--- src/rtl/excret_pkg.sv ---
// Package: shared types and return-code constants for the exception
// return decoder. Assumes a 4-bit code field at the bottom of the value.
package excret_pkg;

    localparam int CODE_W = 4;

    typedef enum logic {
        MODE_THREAD  = 1'b0,
        MODE_HANDLER = 1'b1
    } cpu_mode_e;

    typedef enum logic {
        STK_MAIN = 1'b0,
        STK_PROC = 1'b1
    } stack_e;

    typedef enum logic [1:0] {
        EV_NONE   = 2'd0,
        EV_BRANCH = 2'd1,
        EV_RETURN = 2'd2,
        EV_FAULT  = 2'd3
    } pc_event_e;

    typedef struct packed {
        logic      legal;
        stack_e    restore;
        cpu_mode_e mode;
        stack_e    sp;
    } ret_plan_t;

    localparam logic [CODE_W-1:0] CODE_HANDLER_MAIN = 4'h1;
    localparam logic [CODE_W-1:0] CODE_THREAD_MAIN  = 4'h9;
    localparam logic [CODE_W-1:0] CODE_THREAD_PROC  = 4'hD;

endpackage

--- src/rtl/excret_prefix_match.sv ---
// Module: excret_prefix_match
// Purpose: splits a program counter value into its prefix and code field
// and reports whether every prefix bit is set.
// Assumes: DATA_W > CODE_W; the prefix is all ones by definition.
module excret_prefix_match
    import excret_pkg::*;
#(
    parameter int DATA_W = 32
) (
    input  logic [DATA_W-1:0] value_i,
    output logic              prefix_hit_o,
    output logic [CODE_W-1:0] code_o
);
    localparam int PREFIX_W = DATA_W - CODE_W;

    logic [PREFIX_W-1:0] prefix_bits;
    logic [PREFIX_W-1:0] prefix_and;

    // Separate prefix and code field.
    always_comb begin
        prefix_bits = value_i[DATA_W-1:CODE_W];
        code_o      = value_i[CODE_W-1:0];
    end

    // AND chain across the prefix, one stage per bit.
    assign prefix_and[0] = prefix_bits[0];
    for (genvar g = 1; g < PREFIX_W; g++) begin : g_and_chain
        assign prefix_and[g] = prefix_and[g-1] & prefix_bits[g];
    end

    assign prefix_hit_o = prefix_and[PREFIX_W-1];

endmodule

--- src/rtl/excret_code_decode.sv ---
// Module: excret_code_decode
// Purpose: maps the code field of a return value to a restore stack,
// post-return mode and post-return stack pointer.
// Assumes: codes other than the three legal ones are reserved.
module excret_code_decode
    import excret_pkg::*;
(
    input  logic [CODE_W-1:0] code_i,
    output ret_plan_t         plan_o
);
    // Table lookup of the return plan for this code.
    always_comb begin
        plan_o = '{legal: 1'b0, restore: STK_MAIN, mode: MODE_THREAD, sp: STK_MAIN};
        unique case (code_i)
            CODE_HANDLER_MAIN:
                plan_o = '{legal: 1'b1, restore: STK_MAIN, mode: MODE_HANDLER, sp: STK_MAIN};
            CODE_THREAD_MAIN:
                plan_o = '{legal: 1'b1, restore: STK_MAIN, mode: MODE_THREAD,  sp: STK_MAIN};
            CODE_THREAD_PROC:
                plan_o = '{legal: 1'b1, restore: STK_PROC, mode: MODE_THREAD,  sp: STK_PROC};
            default: ;
        endcase
    end

endmodule

--- src/rtl/excret_state_regs.sv ---
// Module: excret_state_regs
// Purpose: holds the event pulses and the mode, stack-select and restore
// registers; state changes only on a legal return.
// Assumes: one event per cycle from the classifier; synchronous active-low reset.
module excret_state_regs
    import excret_pkg::*;
(
    input  logic      clk,
    input  logic      rst_n,
    input  pc_event_e event_i,
    input  ret_plan_t plan_i,
    output logic      branch_o,
    output logic      ret_start_o,
    output logic      fault_o,
    output stack_e    restore_o,
    output cpu_mode_e mode_o,
    output stack_e    sp_o
);
    // Register one-cycle pulses from the event of this cycle.
    always_ff @(posedge clk) begin
        if (!rst_n) begin
            branch_o    <= 1'b0;
            ret_start_o <= 1'b0;
            fault_o     <= 1'b0;
        end else begin
            branch_o    <= (event_i == EV_BRANCH);
            ret_start_o <= (event_i == EV_RETURN);
            fault_o     <= (event_i == EV_FAULT);
        end
    end

    // Load mode, stack select and restore stack on a legal return only.
    always_ff @(posedge clk) begin
        if (!rst_n) begin
            mode_o    <= MODE_THREAD;
            sp_o      <= STK_MAIN;
            restore_o <= STK_MAIN;
        end else if (event_i == EV_RETURN) begin
            mode_o    <= plan_i.mode;
            sp_o      <= plan_i.sp;
            restore_o <= plan_i.restore;
        end
    end

    // at most one pulse per cycle.
    p_one_pulse_r9: assert property (@(posedge clk) disable iff (!rst_n)
        $onehot0({branch_o, ret_start_o, fault_o}));

    // a fault leaves the state registers untouched.
    p_fault_holds_r5: assert property (@(posedge clk) disable iff (!rst_n)
        fault_o |-> ($stable(mode_o) && $stable(sp_o) && $stable(restore_o)));

    // the process stack is only ever chosen together with Thread mode.
    p_proc_thread_r4: assert property (@(posedge clk) disable iff (!rst_n)
        (sp_o == STK_PROC) |-> (mode_o == MODE_THREAD));

    // branches never move the state registers.
    p_branch_holds_r6: assert property (@(posedge clk) disable iff (!rst_n)
        branch_o |-> ($stable(mode_o) && $stable(sp_o)));

endmodule

--- src/rtl/excret_decode_unit.sv ---
// Module: excret_decode_unit (top)
// Purpose: classifies program counter writes as branch, exception return
// or reserved-value fault, and tracks post-return mode and stack pointer.
// Assumes: in_handler_i reflects the core's mode in the cycle of the write;
// the unstacking itself is done elsewhere, triggered by ret_start_o.
module excret_decode_unit
    import excret_pkg::*;
#(
    parameter int DATA_W = 32
) (
    input  logic              clk,
    input  logic              rst_n,
    input  logic              pc_wr_i,
    input  logic [DATA_W-1:0] pc_val_i,
    input  logic              in_handler_i,
    output logic              branch_o,
    output logic              ret_start_o,
    output logic              fault_o,
    output logic              restore_psp_o,
    output logic              mode_handler_o,
    output logic              sp_proc_o
);
    logic              prefix_hit;
    logic [CODE_W-1:0] code;
    ret_plan_t         plan;
    pc_event_e         pc_event;
    stack_e            restore_q;
    cpu_mode_e         mode_q;
    stack_e            sp_q;

    excret_prefix_match #(.DATA_W(DATA_W)) u_match (
        .value_i      (pc_val_i),
        .prefix_hit_o (prefix_hit),
        .code_o       (code)
    );

    excret_code_decode u_decode (
        .code_i (code),
        .plan_o (plan)
    );

    // Classify this cycle's write; pattern decoding only in Handler mode.
    always_comb begin
        if (!pc_wr_i)
            pc_event = EV_NONE;
        else if (!in_handler_i || !prefix_hit)
            pc_event = EV_BRANCH;
        else if (plan.legal)
            pc_event = EV_RETURN;
        else
            pc_event = EV_FAULT;
    end

    excret_state_regs u_state (
        .clk         (clk),
        .rst_n       (rst_n),
        .event_i     (pc_event),
        .plan_i      (plan),
        .branch_o    (branch_o),
        .ret_start_o (ret_start_o),
        .fault_o     (fault_o),
        .restore_o   (restore_q),
        .mode_o      (mode_q),
        .sp_o        (sp_q)
    );

    // Expose enum state as plain bits.
    always_comb begin
        restore_psp_o  = (restore_q == STK_PROC);
        mode_handler_o = (mode_q == MODE_HANDLER);
        sp_proc_o      = (sp_q == STK_PROC);
    end

    // no pulse without a write in the previous cycle.
    p_pulse_needs_write_r8: assert property (@(posedge clk) disable iff (!rst_n)
        (branch_o || ret_start_o || fault_o) |-> $past(pc_wr_i));

    // every write produces a pulse in the next cycle.
    p_write_gives_pulse_r9: assert property (@(posedge clk) disable iff (!rst_n)
        pc_wr_i |=> (branch_o || ret_start_o || fault_o));

    // a write in Thread mode is never a return or fault.
    p_thread_branch_r6: assert property (@(posedge clk) disable iff (!rst_n)
        (pc_wr_i && !in_handler_i) |=> (branch_o && !ret_start_o && !fault_o));

    // reset leaves Thread mode on the main stack.
    p_reset_state_r1: assert property (@(posedge clk)
        !rst_n |=> (!mode_handler_o && !sp_proc_o && !restore_psp_o && !ret_start_o));

endmodule

--- config.mk ---
export PLATFORM = sky130hd
export DESIGN_NAME = excret_decode_unit
export DESIGN_NICKNAME = d
export VERILOG_FILES = /design/src/rtl/excret_pkg.sv /design/src/rtl/excret_prefix_match.sv /design/src/rtl/excret_code_decode.sv /design/src/rtl/excret_state_regs.sv /design/src/rtl/excret_decode_unit.sv
export SDC_FILE = /design/constraint.sdc
export NUM_CORES = 1
export LEC_CHECK = 0
export ABC_CLOCK_PERIOD_IN_PS = 1360
export BUFFER_PORTS_ARGS = -buffer_cell sky130_fd_sc_hd__buf_2
export CAP_MARGIN = 20
export CORE_AREA = 2 2 39 41
export DETAILED_ROUTE_END_ITERATION = 10
export DIE_AREA = 0 0 41 43
export GPL_ROUTABILITY_DRIVEN = 0
export PLACE_DENSITY = 0.67
export SETUP_SLACK_MARGIN = 0.05
export SLEW_MARGIN = 10
export SYNTH_ARGS = -nofsm -noshare
export SYNTH_HDL_FRONTEND = slang
export SYNTH_SLANG_ARGS = --single-unit
--- constraint.sdc ---
create_clock -name clk -period 1.36 [get_ports clk]
set_clock_uncertainty 0.1 [all_clocks]
set_input_delay 0.272 -clock clk [delete_from_list [all_inputs] [get_ports clk]]
set_output_delay 0.272 -clock clk [all_outputs]
set_load 0.005 [all_outputs]
==> results_dict.tcl <==
set metrics [dict create \
    io_pins 42 \
    r2r.worst_path.cells 2 \
    h-tree-depth 1 \
    final_layout_size_suffix_gt1_frac 0.639 \
    powerDensity_mw_per_mm2 678 \
    total_power_uw 398 \
    crit_chain "buf_2, nand4_1, nor4_4, nand4_1, and3_1" \
    start_util 0.231 \
    rsz0062_at_grt "no" \
    period_share 0.878 \
    dpl-instance-area_sq_um 561 \
    cts_tree "yes" \
    power.share.switching 0.230 \
    p_int_uw 306 \
    via_per_inst 4.45 \
    min_to "u_state.branch_o$_SDFF_PN0_" \
    core_area_sq_mm 0.00138 \
    layout_min_cycle_time_ps 1190 \
    final_area_sq_um 587 \
    cts_buffer_depth 2 \
    hold_viol_final 0 \
    p_sw_uw 91.4 \
    drtAntennaViolNets 0 \
    leakagePower_nw 0.322 \
    final_common_cell "buf_2" \
    ff_latch_area_sq_um 100 \
    synth_top_area_frac 0.313 \
    crit_required_ps 1390 \
    syn_area_per_cell_sq_um 8.90 \
    syn_to_final_growth_pct 83.2 \
    dr.pass1.iters 5 \
    maxCapViolations 0 \
    max-slew-margin-rel 0.787 \
    syn_area_sq_um 320 \
    drt-initial-drc-count 2 \
    cp_max_fo 4 \
    worst_pin_slew_ps 317 \
    share_comb_of_total_power 0.195 \
    synth_top_area_cell "dfxtp_1" \
    setup_viol 0 \
    min_from "pc_wr_i" \
    path_buf_inv 1 \
    finalSetupTns_ps 0 \
    grt_overflow_total 0 \
    synth_fp_nets 72 \
    synth_cell_types 17 \
    antenna_found_initial 0 \
    status "complete, no violations" \
    routed_wl_um 875 \
    path_clk_slew_ps 40 \
    slowest_stage "nor4_4" \
    end_kind "register" \
    irDropWorstVdd_mv 0.245 \
    hp-class "input pin to register" \
    startpoint_type "input pin" \
    synth-seq-cells 5 \
    grt_max_degree 6 \
    ys.warnings.count 0 \
    vias 441 \
    critical_path.max_stage_delay_ps 370 \
    nFillCells 148 \
    cts_num_sinks 5 \
    n_antenna_cell 0 \
    grt_first_pass_wirelength_um 1560 \
    crit_arrival_ps 1230 \
    port_buffers 41 \
    synth_seq_area_share 0.313 \
    postCtsSetupRepairBufs 0 \
    rrSetupSlack_ps 490 \
    nets 120 \
    cp_common_cell "nand4_1" \
    die_h_um 43 \
    drt-wirelength-per-cell_um 8.84 \
    cts_buffers 3 \
    r2r-end "u_state.mode_o$_SDFFE_PN0N_" \
    fmax_mhz 837 \
    power_frac_seq 0.374 \
    num_rows 14 \
    die_area_sq_mm 0.00176 \
    slew_viol_final 0 \
    detail_route.drc_violations 0 \
    clkLatencyLatePin_ps 240 \
    multi_input_area_sq_um 201 \
    critPathTopFamily "simple AND/OR/NAND/NOR gates" \
    r2r-start "u_state.mode_o$_SDFFE_PN0N_" \
    cts-resized-gates 0 \
    dp_hpwl_um 737 \
    root_buffer "clkbuf_4" \
    synthesis.instances 36 \
    clkPwrFrac 0.430 \
    fp.dieW_um 41 \
    grt_pass1_vias 446 \
    worstHoldPathCells 3 \
    cp.depth 5 \
    grtUsageTotal 0.124 \
    mostFrequentLayoutCells "buf_2, nand4_1, dfxtp_1" \
    postCtsHoldBufs 0 \
    crit_type "input pin to register" \
    ys_top_cells_by_area "dfxtp_1, nor4_4, nand4_1, nand4_2, a21oi_1" \
]
==> power groups by stage <==
stage	combinational [mW]	sequential [mW]	clock, mW
2_1_floorplan	0.0191	0.152	0
6_report	0.0778	0.149	0.171
4_1_cts	0.0786	0.149	0.176
3_5_place_dp	0.0781	0.152	0
3_3_place_gp	0.0765	0.151	0
5_1_grt	0.0873	0.149	0.180
==> worst max path at each step <==
stage                             from                          end
after floorplan           in_handler_i  u_state.mode_o$_SDFFE_PN0N_
after global placement    pc_val_i[24]  u_state.mode_o$_SDFFE_PN0N_
after detailed placement  pc_val_i[16]  u_state.mode_o$_SDFFE_PN0N_
after CTS                 pc_val_i[16]  u_state.mode_o$_SDFFE_PN0N_
after global routing      pc_val_i[15]  u_state.mode_o$_SDFFE_PN0N_
final                     pc_val_i[16]  u_state.mode_o$_SDFFE_PN0N_
==> per-stage QoR <==
stage / worst slack [ps] / utilization / hold slack [ps] / instances
floorplan: 93.1 / - / 286 / 36
global placement: -42.1 / 0.405 / 359 / 95
detailed placement: -86.0 / 0.405 / 362 / 95
CTS: 173 / 0.424 / 181 / 99
global route: 87.3 / 0.424 / 209 / 99
finish: 166 / 0.424 / 184 / 99
==> kinds of logic after synthesis <==
family	synth area share
buffers and inverters	0.0586
DFF	0.313
AOI/OAI and AO/OA	0.102
and+or+nand+nor	0.527
==> state kept, by name, indices dropped and copies added, names as in the netlist <==
signal / count
u_state.fault_o: 1
u_state.ret_start_o: 1
u_state.mode_o: 1
u_state.sp_o: 1
u_state.branch_o: 1
==> synth_stat cells <==
master / instances
dfxtp_1: 5
nand4_1: 5
nand2_1: 4
a21oi_1: 3
inv_1: 3
nand3_1: 2
nand4_2: 2
nor2_1: 2
nor4_4: 2
a31o_1: 1
a31o_2: 1
and3_1: 1
buf_4: 1
nand2b_1: 1
nor2b_1: 1
nor3b_2: 1
nor4_1: 1
==> cell type report <==
type | instances | share of cell area
clock buffer | 4 | 0.0448
tap | 16 | 0.0341
inverter | 3 | 0.0192
sequential | 5 | 0.171
timing repair buffer | 44 | 0.388
multi-input combinational | 27 | 0.343
==> worst min-delay path: stages <==
cell and delay [ps]:
buf_2 100, nand2_1 60, a21oi_1 40
==> routing by layer <==
layer | global-route usage | wire [um] | vias up
met2 | 0.219 | 452 | 22
met4 | 0.0600 | 0 | 0
li1 | - | - | 230
met5 | 0 | 0 | -
met3 | 0.00524 | 77 | 0
met1 | 0.139 | 345 | 189
(Power assumes the default switching activity.)
